<file path="config.mk">
export PLATFORM = sky130hd
export DESIGN_NAME = uart_sb_status
export DESIGN_NICKNAME = d
export VERILOG_FILES = /design/src/rtl/uart_sb_pkg.sv /design/src/rtl/sb_flags.sv /design/src/rtl/sb_irq_out.sv /design/src/rtl/uart_sb_status.sv
export SDC_FILE = /design/constraint.sdc
export NUM_CORES = 1
export LEC_CHECK = 0
export BUFFER_PORTS_ARGS = -buffer_cell sky130_fd_sc_hd__clkbuf_2
export CORE_MARGIN = 2
export CORE_UTILIZATION = 50
export CTS_BUF_LIST = sky130_fd_sc_hd__clkbuf_16
export CTS_CLUSTER_DIAMETER = 200
export DETAILED_ROUTE_END_ITERATION = 6
export PLACE_DENSITY_LB_ADDON = 0.3
export SYNTH_ARGS = -nofsm -noshare
export SYNTH_HDL_FRONTEND = slang
export SYNTH_SLANG_ARGS = --single-unit
</file>
<file path="constraint.sdc">
create_clock -name clk -period 3.45 [get_ports clk]
set_clock_uncertainty 0.1 [all_clocks]
set_input_delay 0.69 -clock clk [delete_from_list [all_inputs] [get_ports clk]]
set_output_delay 0.69 -clock clk [all_outputs]
set_load 0.05 [all_outputs]
</file>
<file path="src/rtl/uart_sb_pkg.sv">
// Shared constants and types for the single-buffer serial status block.
// Assumes an 8-bit host register width.
package uart_sb_pkg;
    localparam int REG_W  = 8;
    localparam int CTRL_W = 5;

    // Status bit positions
    localparam int B_MPBT = 0;
    localparam int B_MPB  = 1;
    localparam int B_TEND = 2;
    localparam int B_PER  = 3;
    localparam int B_FER  = 4;
    localparam int B_ORER = 5;
    localparam int B_RDRF = 6;
    localparam int B_TDRE = 7;

    localparam logic [REG_W-1:0] STAT_RESET = 8'h84;

    // Interrupt vector indices
    localparam int IRQ_ERR  = 0;
    localparam int IRQ_RX   = 1;
    localparam int IRQ_TX   = 2;
    localparam int IRQ_TEND = 3;
    localparam int IRQ_N    = 4;

    typedef enum logic [1:0] {
        A_CTRL = 2'd0,
        A_STAT = 2'd1,
        A_TXD  = 2'd2,
        A_RXD  = 2'd3
    } sb_addr_e;

    typedef struct packed {
        logic tie;
        logic rie;
        logic teie;
        logic rx_on;
        logic tx_on;
    } sb_ctrl_t;

    // Bits a status write can never clear
    function automatic logic [REG_W-1:0] wr_protect(input bit enh);
        return enh ? 8'hC7 : 8'h07;
    endfunction
endpackage

</file>
<file path="src/rtl/sb_flags.sv">
// Status flags and character holding registers.
// Applies, in order within one cycle: transmitter-on force, status write,
// transmit-data write, transmit completion, receive-data read, reception, break.
// Assumes CHAR_W <= 8 and at most one host access per cycle.
module sb_flags
    import uart_sb_pkg::*;
#(
    parameter bit ENHANCED = 1'b0,
    parameter int CHAR_W   = 8
) (
    input  logic              clk,
    input  logic              rst_n,
    input  logic              tx_on,
    input  logic              rx_on,
    input  logic              tx_force,
    input  logic              stat_we,
    input  logic              stat_re,
    input  logic              txd_we,
    input  logic              rxd_re,
    input  logic [REG_W-1:0]  wdata,
    input  logic              tx_done,
    input  logic              rx_done,
    input  logic [CHAR_W-1:0] rx_byte,
    input  logic              rx_perr,
    input  logic              rx_ferr,
    input  logic              rx_mpb,
    input  logic              rx_break,
    output logic [REG_W-1:0]  stat_q,
    output logic [REG_W-1:0]  stat_d,
    output logic [CHAR_W-1:0] tdr_q,
    output logic [CHAR_W-1:0] rdr_q,
    output logic              tx_load
);
    localparam logic [REG_W-1:0] PROT = wr_protect(ENHANCED);

    logic [REG_W-1:0]  snap_q, snap_d;
    logic [CHAR_W-1:0] tdr_d, rdr_d;
    logic              load_d;

    // Next-state of flags, holding registers and load request
    always_comb begin
        stat_d = stat_q;
        snap_d = snap_q;
        tdr_d  = tdr_q;
        rdr_d  = rdr_q;
        load_d = 1'b0;
        if (stat_re) snap_d = stat_q;
        if (tx_force) begin
            stat_d[B_TDRE] = 1'b1;
            stat_d[B_TEND] = 1'b1;
        end
        if (stat_we) begin
            for (int i = 0; i < REG_W; i++) begin
                if (!PROT[i] && snap_q[i] && !wdata[i]) stat_d[i] = 1'b0;
            end
            stat_d[B_MPBT] = wdata[B_MPBT];
            if (!ENHANCED && stat_q[B_TDRE] && !stat_d[B_TDRE]
                && (stat_d[B_ORER:B_PER] == '0)) begin
                load_d         = 1'b1;
                stat_d[B_TDRE] = 1'b1;
                stat_d[B_TEND] = 1'b0;
            end
        end
        if (txd_we) begin
            tdr_d = wdata[CHAR_W-1:0];
            if (ENHANCED) begin
                if (stat_d[B_TEND]) begin
                    load_d         = 1'b1;
                    stat_d[B_TDRE] = 1'b1;
                    stat_d[B_TEND] = 1'b0;
                end else begin
                    stat_d[B_TDRE] = 1'b0;
                end
            end
        end
        if (tx_done && tx_on) begin
            if (!stat_d[B_TDRE]) begin
                load_d         = 1'b1;
                stat_d[B_TDRE] = 1'b1;
                stat_d[B_TEND] = 1'b0;
            end else begin
                stat_d[B_TEND] = 1'b1;
            end
        end
        if (rxd_re && ENHANCED) stat_d[B_RDRF] = 1'b0;
        if (rx_done && rx_on) begin
            if (stat_d[B_RDRF]) begin
                stat_d[B_ORER] = 1'b1;
            end else begin
                stat_d[B_RDRF] = 1'b1;
                stat_d[B_PER]  = stat_d[B_PER] | rx_perr;
                stat_d[B_FER]  = stat_d[B_FER] | rx_ferr;
                stat_d[B_MPB]  = rx_mpb;
                rdr_d          = rx_byte;
            end
        end
        if (rx_break) stat_d[B_FER] = 1'b1;
    end

    // State registers with synchronous reset
    always_ff @(posedge clk) begin
        if (!rst_n) begin
            stat_q  <= STAT_RESET;
            snap_q  <= '0;
            tdr_q   <= '1;
            rdr_q   <= '0;
            tx_load <= 1'b0;
        end else begin
            stat_q  <= stat_d;
            snap_q  <= snap_d;
            tdr_q   <= tdr_d;
            rdr_q   <= rdr_d;
            tx_load <= load_d;
        end
    end
endmodule

</file>
<file path="src/rtl/sb_irq_out.sv">
// One interrupt output. Takes the next-cycle condition and produces either
// its registered level or a one-cycle pulse on its rising edge.
// Assumes cond_d is the condition as it will be after the coming edge.
module sb_irq_out #(
    parameter bit PULSE = 1'b0
) (
    input  logic clk,
    input  logic rst_n,
    input  logic cond_d,
    output logic irq
);
    logic cond_q;

    // Registered copy of the condition
    always_ff @(posedge clk) begin
        if (!rst_n) cond_q <= 1'b0;
        else        cond_q <= cond_d;
    end

    generate
        if (PULSE) begin : g_pulse
            logic pls_q;
            // Pulse for one cycle when the condition rises
            always_ff @(posedge clk) begin
                if (!rst_n) pls_q <= 1'b0;
                else        pls_q <= cond_d & ~cond_q;
            end
            assign irq = pls_q;
        end else begin : g_level
            assign irq = cond_q;
        end
    endgenerate
endmodule

</file>
<file path="src/rtl/uart_sb_status.sv">
// Top: host register port, control register, flag core and interrupt outputs.
// Assumes single-cycle host accesses and CHAR_W <= 8.
module uart_sb_status
    import uart_sb_pkg::*;
#(
    parameter bit ENHANCED = 1'b0,
    parameter int CHAR_W   = 8
) (
    input  logic              clk,
    input  logic              rst_n,
    input  logic              wr_en,
    input  logic              rd_en,
    input  logic [1:0]        addr,
    input  logic [7:0]        wdata,
    output logic [7:0]        rdata,
    output logic              tx_load,
    output logic [CHAR_W-1:0] tx_byte,
    input  logic              tx_done,
    input  logic              rx_done,
    input  logic [CHAR_W-1:0] rx_byte,
    input  logic              rx_perr,
    input  logic              rx_ferr,
    input  logic              rx_mpb,
    input  logic              rx_break,
    output logic              irq_err,
    output logic              irq_rx,
    output logic              irq_tx,
    output logic              irq_tend
);
    sb_addr_e         sel;
    sb_ctrl_t         ctrl_q, ctrl_d;
    logic [REG_W-1:0] stat_q, stat_d;
    logic [CHAR_W-1:0] rdr_q;
    logic [IRQ_N-1:0] cond_d, irq_vec;
    logic             ctrl_we;

    assign sel     = sb_addr_e'(addr);
    assign ctrl_we = wr_en && (sel == A_CTRL);

    // Control register next value
    always_comb ctrl_d = ctrl_we ? sb_ctrl_t'(wdata[CTRL_W-1:0]) : ctrl_q;

    // Control register
    always_ff @(posedge clk) begin
        if (!rst_n) ctrl_q <= '0;
        else        ctrl_q <= ctrl_d;
    end

    sb_flags #(.ENHANCED(ENHANCED), .CHAR_W(CHAR_W)) u_flags (
        .clk      (clk),
        .rst_n    (rst_n),
        .tx_on    (ctrl_q.tx_on),
        .rx_on    (ctrl_q.rx_on),
        .tx_force (ctrl_we && wdata[0]),
        .stat_we  (wr_en && (sel == A_STAT)),
        .stat_re  (rd_en && (sel == A_STAT)),
        .txd_we   (wr_en && (sel == A_TXD)),
        .rxd_re   (rd_en && (sel == A_RXD)),
        .wdata    (wdata),
        .tx_done  (tx_done),
        .rx_done  (rx_done),
        .rx_byte  (rx_byte),
        .rx_perr  (rx_perr),
        .rx_ferr  (rx_ferr),
        .rx_mpb   (rx_mpb),
        .rx_break (rx_break),
        .stat_q   (stat_q),
        .stat_d   (stat_d),
        .tdr_q    (tx_byte),
        .rdr_q    (rdr_q),
        .tx_load  (tx_load)
    );

    // Interrupt conditions as they will stand after the coming edge
    always_comb begin
        cond_d[IRQ_ERR]  = ctrl_d.rie  && (stat_d[B_ORER:B_PER] != '0);
        cond_d[IRQ_RX]   = ctrl_d.rie  && stat_d[B_RDRF];
        cond_d[IRQ_TX]   = ctrl_d.tie  && stat_d[B_TDRE];
        cond_d[IRQ_TEND] = ctrl_d.teie && stat_d[B_TEND];
    end

    generate
        for (genvar g = 0; g < IRQ_N; g++) begin : g_irq
            sb_irq_out #(.PULSE(ENHANCED && (g == IRQ_RX || g == IRQ_TX))) u_irq (
                .clk    (clk),
                .rst_n  (rst_n),
                .cond_d (cond_d[g]),
                .irq    (irq_vec[g])
            );
        end
    endgenerate

    assign irq_err  = irq_vec[IRQ_ERR];
    assign irq_rx   = irq_vec[IRQ_RX];
    assign irq_tx   = irq_vec[IRQ_TX];
    assign irq_tend = irq_vec[IRQ_TEND];

    // Read data multiplexer
    always_comb begin
        case (sel)
            A_CTRL:  rdata = REG_W'(ctrl_q);
            A_STAT:  rdata = stat_q;
            A_TXD:   rdata = REG_W'(tx_byte);
            default: rdata = REG_W'(rdr_q);
        endcase
    end
endmodule

</file>
==> impl_metrics.csv, run 1 <==
group,metric,value,unit
worst_setup_path,worstPathCellList,"clkbuf_2 > mux4_1 > clkbuf_2",
floorplan,floorplan.initialDensity,0.525,
yosys,sequential_fraction_of_the_synthesis_area,0.446,
pwr,power_report.internal_total,0.775,mW
worst_setup_path,cp_data_arrival_time,1.89,ns
yosys,synthesis.area,0.00175,mm^2
yosys,ys_ff_latch,39,
yosys,yosys_warnings,0,
floorplan,core_region_area,0.00334,mm^2
pwr,p_leak,0.956,nW
yosys,syn_area_per_cell,10.5,um^2
cells_and_area,fin_nets,242,
sta,period_minus_slack,2.68,ns
pwr,power.clock.fraction,0.405,
worst_setup_path,timing_worst_setup_path_type,"input port to output pin",
global_route,grt_antenna_before_repair,0,
yosys,ys_top_cells_by_count,"39 x dfxtp_1, 20 x nand2_1, 19 x nor2b_1",
worst_hold_path,hp-class,"flip-flop to flip-flop",
worst_setup_path,timing.critical_path.slowest_cell_delay,0.61,ns
yosys,yosysUniqueCellTypes,42,
global_route,grt_usage,0.211,
pwr,power.net_switching,0.268,mW
worst_hold_path,min_from,"u_flags.tdr_q[2]",
yosys,synth_fa_ha_area_frac,0,
route,routedWlPerCell,15.2,um
yosys,synthFlopType,"dfxtp_1",
pwr,fraction_of_power_spent_switching_nets,0.257,
sta,finalHoldViolations,0,
route,drc_errors,0,
worst_setup_path,startpoint_type,"input port",
yosys,largest_family_of_logic_cells_by_synthesized_area,"simple AND/OR/NAND/NOR gates",
yosys,synth_xor_xnor_area_share,0,
pwr,p_comb_frac,0.142,
cts,sink_count_of_the_clock_tree,39,
yosys,netlist_top_cells_area,"dfxtp_1 45%, mux2i_1 10%, nor2b_1 6.8%, nand2_1 4.3%, mux4_2 3.9%",
yosys,number_of_synthesized_flops_with_an_enable_pin,0,
route,drtIter0Drc,63,
floorplan,width_of_the_die,63.2,um
yosys,synth-compound-area-share,0.0929,
cts,cts_root_buffer_type,"clkbuf_16",
cts,worst_skew_pair.late_latency,0.28,ns
worst_setup_path,critical_path.slowest_cell,"mux4_1",
worst_setup_path,cp_common_cell,"clkbuf_2",
sta,grt_setup_unrepaired,"no",
route,route.antenna.remaining_nets,0,
sta,setup-tns-final,0,ns
route,total_number_of_vias,1436,
pwr,sequentialPowerShare,0.453,
yosys,syn-num-nets,194,
global_route,grt_start_max_net_pins,37,
cts,ctsLongestPathBuffers,2,
pwr,worst_ir_drop_vdd,0.000287,V
cts,post_cts_buffers,0,
cts,post_cts_gate_resize_count,0,
placed_design,io_buffer_count,48,
sta,timing.slew.headroom,0.521,
sta,worst_hold_slack,0.387,ns
worst_setup_path,worst_setup_path_end_kind,"output pin",
route,detail_route.vias_per_cell,5.50,
cells_and_area,antenna_cells,0,
floorplan,rows,21,
worst_setup_path,crit_path_max_fanout,13,
placed_design,gp_congestion,0.821,
route,routed_wl,3.97,mm
sta,transition_at_the_pin_with_the_smallest_max_transition_slack,0.718,ns
worst_setup_path,critPathLaunch,"addr[0]",
floorplan,chipHeight,63.2,um
sta,setup_viol,0,
yosys,ys_async_sr_fraction,0,
global_route,first_pass_grt_wire_length,6.49,mm
sta,min_period_over_period,0.776,
floorplan,fp.dieArea,0.00399,mm^2
yosys,yosys.area_share.simple,0.237,
global_route,grt_pass1_vias,1429,
placed_design,post-dp-hpwl,2.87,mm
global_route,globalRoute.totalOverflow,0,
cts,ctsHtreeMaxLevel,2,
cts,path_clk_slew,0.05,ns
cts,numCtsBuffers,5,
cells_and_area,postLayoutCoreUtil,0.644,
yosys,post-synth-top-count-cell,"dfxtp_1",
yosys,yosys-mux-area-fraction,0.197,
cells_and_area,finish.cell_count_without_fillers,261,
cells_and_area,layout-drive-gt1-share,0.312,
sta,finalMaxSlewViolations,0,
pwr,power_dens_cells,486,mW/mm^2
cts,cts_tree,"done",
worst_setup_path,timing.rr.start,"ctrl_q[1]",
sta,timing.fmax,0.373,GHz
cells_and_area,p_r_area_growth_vs_syn,22.7,%
cells_and_area,fillers,281,
yosys,post-synth-top-area-cell,"dfxtp_1",
cts,cts.hold.buffers_added,0,
outcome,run_status,"finished clean",
yosys,cell_count_after_synthesis,166,
worst_setup_path,required,2.66,ns
route,iteration_count_of_the_initial_detailed_routing_pass,4,
yosys,share_of_yosys_cell_area_claimed_by_the_top_area_cell_type,0.446,
flow_run,max_cap_viol_count,0,
placed_design,dp.cells,253,
floorplan,top_level_ports,49,
routing by layer:
metal  track usage  vias to the layer above  routed length [um]
li1              -                      696                   -
met1         0.255                      689                1660
met2         0.354                       46                2030
met3        0.0714                        5                 236
met4        0.0652                        0                  47
met5             0                        -                   0
flip-flops by register name, indices dropped and copies added, names as in the netlist:
register,count
u_flags.rdr_q,8
u_flags.stat_q,8
u_flags.tdr_q,8
ctrl_q,5
u_flags.snap_q,5
g_irq.u_irq.irq,4
u_flags.tx_load,1
final cells by class:
type                    count  area [um^2]  area share
clock inverters             3         11.3     0.00524
repair buffers             49          248       0.115
flip-flops and latches     39          781       0.363
inverters                   1         3.75     0.00175
multi-input cells         118          922       0.429
well taps                  46         57.6      0.0268
clock buffers               5          125      0.0582
logic make-up after synthesis:
group,Yosys count
DFF,39
AOI/OAI and AO/OA,22
and+or+nand+nor,69
buffers and inverters,9
muxes,27
worst max-delay path: cells and delay by family:
family                 cells  cell delay, ns
buffers and inverters      2            0.58
muxes                      1            0.61
layout by cell type (no fill, tap or decap), types with 4 or more instances in the layout:
master	count
clkbuf_16	5
clkbuf_2	48
dfxtp_1	39
nand3_1	10
mux2i_1	18
nand2_1	20
nor2b_1	19
nand2b_1	4
o21ai_0	4
final timing paths:
| path | endpoint | cells past startpoint | slack, ns |
|---|---|---|---|
| max | rdata[2] | 3 | 0.77 |
| min | u_flags.tdr_q[2] | 2 | 0.39 |
| max reg2reg | u_flags.stat_q[1] | 5 | 1.69 |
| min reg2reg | u_flags.tdr_q[2] | 2 | 0.39 |
stage by stage:
step | setup slack (ns) | power [mW] | cell area, um^2
floorplan | 1.04 | 0.588 | 1750
global placement | 0.775 | 0.627 | 2010
detailed placement | 0.768 | 0.631 | 2010
CTS | 0.767 | 1.05 | 2150
global route | 0.730 | 1.09 | 2150
finish | 0.772 | 1.04 | 2150
power groups by stage:
| stage | Clock (mW) | Combinational (mW) | Sequential, mW |
|---|---|---|---|
| after floorplan | 0 | 0.0873 | 0.500 |
| after global placement | 0 | 0.147 | 0.481 |
| after detailed placement | 0 | 0.149 | 0.482 |
| after CTS | 0.430 | 0.149 | 0.472 |
| after global routing | 0.455 | 0.158 | 0.474 |
| final | 0.423 | 0.148 | 0.472 |
No activity file was read; power rests on OpenSTA's default activity.
==> inputs of run 2 (changes only) <==
==> constraint.sdc (replaced) <==
create_clock -name clk -period 2.5 [get_ports clk]
set_clock_uncertainty 0.1 [all_clocks]
set_input_delay 0.5 -clock clk [delete_from_list [all_inputs] [get_ports clk]]
set_output_delay 0.5 -clock clk [all_outputs]
set_load 0.05 [all_outputs]
==> impl_metrics.csv, run 2 (synthesis gave the netlist of run 1 again) <==
group,metric,value,unit
cts,ctsLongestPathBuffers,2,
cts,post_cts_buffers,0,
route,iteration_count_of_the_initial_detailed_routing_pass,4,
global_route,grt_pass1_vias,1405,
worst_setup_path,reg2reg_to,"u_flags.tx_load",
worst_setup_path,reg2reg_depth,4,
route,route.antenna.remaining_nets,0,
cts,numCtsBuffers,5,
floorplan,core_region_area,0.00334,mm^2
floorplan,fp.dieArea,0.00399,mm^2
floorplan,floorplan.initialDensity,0.525,
pwr,worst_ir_drop_vdd,0.000469,V
worst_setup_path,timing_worst_setup_path_type,"input port to output pin",
outcome,run_status,"finished clean",
worst_setup_path,cp_data_arrival_time,1.62,ns
cts,cts.hold.buffers_added,0,
cells_and_area,fillers,304,
worst_setup_path,crit_path_max_fanout,13,
cells_and_area,p_r_area_growth_vs_syn,23.7,%
floorplan,width_of_the_die,63.2,um
placed_design,io_buffer_count,48,
pwr,power.clock.fraction,0.408,
cts,sink_count_of_the_clock_tree,39,
sta,grt_setup_unrepaired,"no",
placed_design,preCtsSetupSlack,0.271,ns
floorplan,rows,21,
worst_setup_path,startpoint_type,"input port",
sta,timing.slew.headroom,0.506,
sta,timing.fmax,0.450,GHz
worst_setup_path,ff2ff_setup_slack,0.80,ns
global_route,grt_usage,0.220,
global_route,grt_antenna_before_repair,0,
pwr,power.net_switching,0.379,mW
pwr,power_report.internal_total,1.07,mW
placed_design,gp_congestion,0.846,
worst_setup_path,timing.rr.start,"u_flags.snap_q[5]",
route,detail_route.vias_per_cell,5.35,
worst_setup_path,required,1.90,ns
sta,finalHoldViolations,0,
sta,setup-tns-final,0,ns
cells_and_area,layout-drive-gt1-share,0.323,
cells_and_area,final_common_cell,"clkbuf_2",
route,routedWlPerCell,15.8,um
flow_run,max_cap_viol_count,0,
sta,setup_viol,0,
global_route,globalRoute.totalOverflow,0,
worst_setup_path,worst_setup_path_end_kind,"output pin",
worst_setup_path,setup.worst_path.end,"rdata[0]",
route,total_number_of_vias,1408,
cells_and_area,layout_common_cells,"48 x clkbuf_2, 39 x dfxtp_1, 20 x nand2_1, 19 x nor2b_1, 18 x mux2i_1",
pwr,p_comb_frac,0.143,
pwr,p_leak,0.972,nW
route,drc_errors,0,
cts,cts_tree,"done",
cts,post_cts_gate_resize_count,0,
pwr,power_dens_cells,671,mW/mm^2
worst_hold_path,hp-class,"input port to flip-flop",
sta,worst_slack,0.278,ns
placed_design,post-dp-hpwl,2.93,mm
cells_and_area,antenna_cells,0,
cells_and_area,fin_nets,244,
cells_and_area,top_regs,"u_flags.rdr_q (8), u_flags.stat_q (8), u_flags.tdr_q (8)",
placed_design,dpl_cell_area,0.00203,mm^2
sta,finalMaxSlewViolations,0,
pwr,sequentialPowerShare,0.449,
cts,cts_root_buffer_type,"clkbuf_16",
floorplan,top_level_ports,49,
global_route,first_pass_grt_wire_length,6.60,mm
cts,worst_skew_pair.late_latency,0.28,ns
route,routed_wl,4.16,mm
global_route,grt_start_max_net_pins,37,
pwr,fraction_of_power_spent_switching_nets,0.261,
cts,path_clk_slew,0.05,ns
floorplan,chipHeight,63.2,um
sta,worst_hold_slack,0.341,ns
sta,period_minus_slack,2.22,ns
sta,min_period_over_period,0.889,
cells_and_area,stdcell_area,0.00216,mm^2
sta,transition_at_the_pin_with_the_smallest_max_transition_slack,0.741,ns
route,drtIter0Drc,49,
cts,ctsHtreeMaxLevel,2,
worst_setup_path,critPathLaunch,"addr[1]",
==> run 2: cell count changes in the layout (fill, tap and decap cells not counted), sizes merged <==
cell    delta
buf        +2
clkinv     -1
inv        +1
==> run 2: area by class of cell <==
class	instances	area (um^2)	area share
multi-input combinational	118	922	0.426
sequential	39	781	0.361
tap	46	57.6	0.0266
timing repair buffer	51	263	0.121
clock buffer	5	125	0.0578
inverter	1	3.75	0.00173
clock inverter	3	12.5	0.00578
==> run 2: how the worst min path moves through the flow <==
| stage | cells past startpoint | startpoint | end |
|---|---|---|---|
| detailed placement | 2 | u_flags.tdr_q[2] | u_flags.tdr_q[2] |
| floorplan | 2 | u_flags.rdr_q[2] | u_flags.rdr_q[2] |
| global route | 3 | wdata[5] | u_flags.tdr_q[5] |
| global placement | 2 | u_flags.tdr_q[6] | u_flags.tdr_q[6] |
| CTS | 3 | wdata[5] | u_flags.tdr_q[5] |
| finish | 3 | wdata[5] | u_flags.tdr_q[5] |
==> run 2: metrics by stage <==
step                power, mW  std cells  utilization
CTS                      1.46        263        0.649
global route             1.50        263        0.649
detailed placement      0.872        255        0.607
finish                   1.45        263        0.649
global placement        0.867        255        0.607
floorplan               0.811        166            -
==> run 2: routing by layer <==
metal	GRT usage	up-vias	wire length (um)
li1	-	696	-
met1	0.265	670	1860
met2	0.362	34	2050
met3	0.0589	8	160
met4	0.114	0	97
met5	0	-	0
==> run 2: power groups by stage <==
stage / logic (mW) / clock network (mW) / registers (mW)
final: 0.208 / 0.592 / 0.652
after global routing: 0.220 / 0.630 / 0.653
after CTS: 0.209 / 0.597 / 0.652
after detailed placement: 0.207 / 0 / 0.665
after global placement: 0.204 / 0 / 0.664
after floorplan: 0.120 / 0 / 0.690
==> run 2: worst max-delay path, stage by stage <==
cell,delay [ns]
clkbuf_2,0.30
mux4_2,0.57
clkbuf_2,0.25
==> inputs of run 3 (changes only) <==
--- a/config.mk
+++ b/config.mk
@@ -6,7 +6,6 @@
 export NUM_CORES = 1
 export LEC_CHECK = 0
 export BUFFER_PORTS_ARGS = -buffer_cell sky130_fd_sc_hd__clkbuf_2
-export CORE_MARGIN = 2
 export CORE_UTILIZATION = 50
 export CTS_BUF_LIST = sky130_fd_sc_hd__clkbuf_16
 export CTS_CLUSTER_DIAMETER = 200
==> impl_metrics.csv, run 3 (synthesis gave the netlist of run 1 again) <==
group,metric,value,unit
sta,period_minus_slack,2.24,ns
worst_setup_path,critical_path.n_buffers_inverters,2,
cts,sink_count_of_the_clock_tree,39,
cells_and_area,fillers,262,
cells_and_area,stdcell_area,0.00216,mm^2
route,drtIter0Drc,115,
sta,worst_slack,0.259,ns
floorplan,core_region_area,0.00334,mm^2
sta,grt_setup_unrepaired,"no",
sta,finalHoldViolations,0,
worst_hold_path,timing.hold.worst_path_depth,3,
worst_setup_path,reg2reg_to,"u_flags.tx_load",
route,routedWlPerCell,15.5,um
cts,cts_tree,"done",
sta,finalMaxSlewViolations,0,
cts,cts_root_buffer_type,"clkbuf_16",
worst_setup_path,timing.rr.start,"u_flags.snap_q[5]",
cells_and_area,layout_common_cells,"48 x clkbuf_2, 39 x dfxtp_1, 20 x nand2_1, 19 x nor2b_1, 18 x mux2i_1",
global_route,grt_pass1_vias,1359,
cells_and_area,top_regs,"u_flags.rdr_q (8), u_flags.stat_q (8), u_flags.tdr_q (8)",
placed_design,io_buffer_count,48,
pwr,power.clock.fraction,0.408,
worst_setup_path,crit_path_max_fanout,13,
cts,cts.hold.buffers_added,0,
cells_and_area,antenna_cells,0,
sta,setup_viol,0,
floorplan,rows,21,
worst_setup_path,timing.critical_path.slowest_cell_delay,0.38,ns
global_route,grt_antenna_before_repair,0,
route,routed_wl,4.08,mm
floorplan,floorplan.initialDensity,0.525,
pwr,sequentialPowerShare,0.449,
global_route,globalRoute.totalOverflow,0,
worst_setup_path,ff2ff_setup_slack,0.83,ns
worst_setup_path,cp_data_arrival_time,1.64,ns
worst_setup_path,worst_setup_path_end_kind,"output pin",
route,route.antenna.remaining_nets,0,
worst_setup_path,critical_path.slowest_cell,"mux2_2",
pwr,worst_ir_drop_vdd,0.000542,V
cts,numCtsBuffers,5,
pwr,p_comb_frac,0.143,
cells_and_area,p_r_area_growth_vs_syn,23.7,%
worst_setup_path,required,1.90,ns
pwr,power_report.internal_total,1.07,mW
route,total_number_of_vias,1501,
sta,setup-tns-final,0,ns
flow_run,max_cap_viol_count,0,
pwr,fraction_of_power_spent_switching_nets,0.261,
cells_and_area,layout-drive-gt1-share,0.323,
floorplan,width_of_the_die,61.2,um
route,iteration_count_of_the_initial_detailed_routing_pass,5,
sta,transition_at_the_pin_with_the_smallest_max_transition_slack,0.716,ns
worst_hold_path,min_from,"wdata[1]",
global_route,grt_start_max_net_pins,37,
route,detail_route.vias_per_cell,5.71,
cts,ctsHtreeMaxLevel,2,
cells_and_area,fin_nets,244,
floorplan,chipHeight,61.2,um
cells_and_area,finish.cell_count_without_fillers,263,
pwr,power.net_switching,0.380,mW
sta,timing.fmax,0.446,GHz
cts,post_cts_buffers,0,
worst_setup_path,startpoint_type,"input port",
worst_setup_path,timing_worst_setup_path_type,"input port to output pin",
cells_and_area,final_common_cell,"clkbuf_2",
global_route,grt_usage,0.238,
route,drc_errors,0,
placed_design,gp_congestion,0.823,
floorplan,fp.dieArea,0.00374,mm^2
sta,min_period_over_period,0.896,
placed_design,preCtsSetupSlack,0.273,ns
worst_setup_path,worstPathCellList,"clkbuf_2 > mux2_2 > a22o_1 > clkbuf_2",
global_route,first_pass_grt_wire_length,6.31,mm
cts,post_cts_gate_resize_count,0,
cts,worst_skew_pair.late_latency,0.28,ns
placed_design,dp.cells,255,
worst_setup_path,cp_top_family,"buffers and inverters",
placed_design,dpl_cell_area,0.00203,mm^2
pwr,p_leak,0.972,nW
floorplan,top_level_ports,49,
outcome,run_status,"finished clean",
sta,timing.slew.headroom,0.523,
worst_hold_path,worst_hold_endpoint,"u_flags.tdr_q[1]",
worst_setup_path,cp_common_cell,"clkbuf_2",
cts,ctsLongestPathBuffers,2,
pwr,power_dens_cells,671,mW/mm^2
cts,path_clk_slew,0.05,ns
worst_hold_path,hp-class,"input port to flip-flop",
placed_design,post-dp-hpwl,2.86,mm
worst_setup_path,reg2reg_depth,4,
==> run 3: cell counts in the layout (fill, tap and decap cells not counted) <==
No cell type changed its count.
==> run 3: worst max path at each step <==
stage	startpoint	end	slack, ns	depth (start not counted)
2_1_floorplan	addr[0]	rdata[2]	0.47	2
3_3_place_gp	addr[1]	rdata[7]	0.30	4
3_5_place_dp	addr[1]	rdata[7]	0.27	4
4_1_cts	addr[1]	rdata[7]	0.28	4
5_1_grt	addr[1]	rdata[7]	0.22	4
6_report	addr[1]	rdata[7]	0.26	4
==> run 3: area by class of cell <==
class | count | area (um^2) | share of cell area
clock buffer | 5 | 125 | 0.0578
clock inverter | 3 | 12.5 | 0.00578
inverter | 1 | 3.75 | 0.00173
multi-input combinational | 118 | 922 | 0.426
sequential | 39 | 781 | 0.361
tap | 46 | 57.6 | 0.0266
timing repair buffer | 51 | 263 | 0.121
==> run 3: power groups by stage <==
stage	sequential, mW	clock, mW	combinational [mW]
after floorplan	0.690	0	0.120
after global placement	0.664	0	0.203
after detailed placement	0.665	0	0.206
after CTS	0.652	0.598	0.208
after global routing	0.654	0.634	0.221
final	0.652	0.592	0.208
==> run 3: worst register-to-register path, cell delays in order (launching register included) <==
cell and delay (ns):
dfxtp_1 0.33, nand2b_1 0.08, a222oi_1 0.68, o21ai_2 0.13, a41o_1 0.26
==> run 3: per-layer routing <==
metal,track usage,part of all wire
met3,0.0735,0.083
met5,0,0
met2,0.388,0.48
met1,0.292,0.41
met4,0.101,0.019
==> run 3: metrics by stage <==
stage	util	hold slack, ns	total power [mW]
2_1_floorplan	-	0.374	0.811
3_3_place_gp	0.607	0.367	0.867
3_5_place_dp	0.607	0.380	0.871
4_1_cts	0.649	0.359	1.46
5_1_grt	0.649	0.375	1.51
6_report	0.649	0.356	1.45
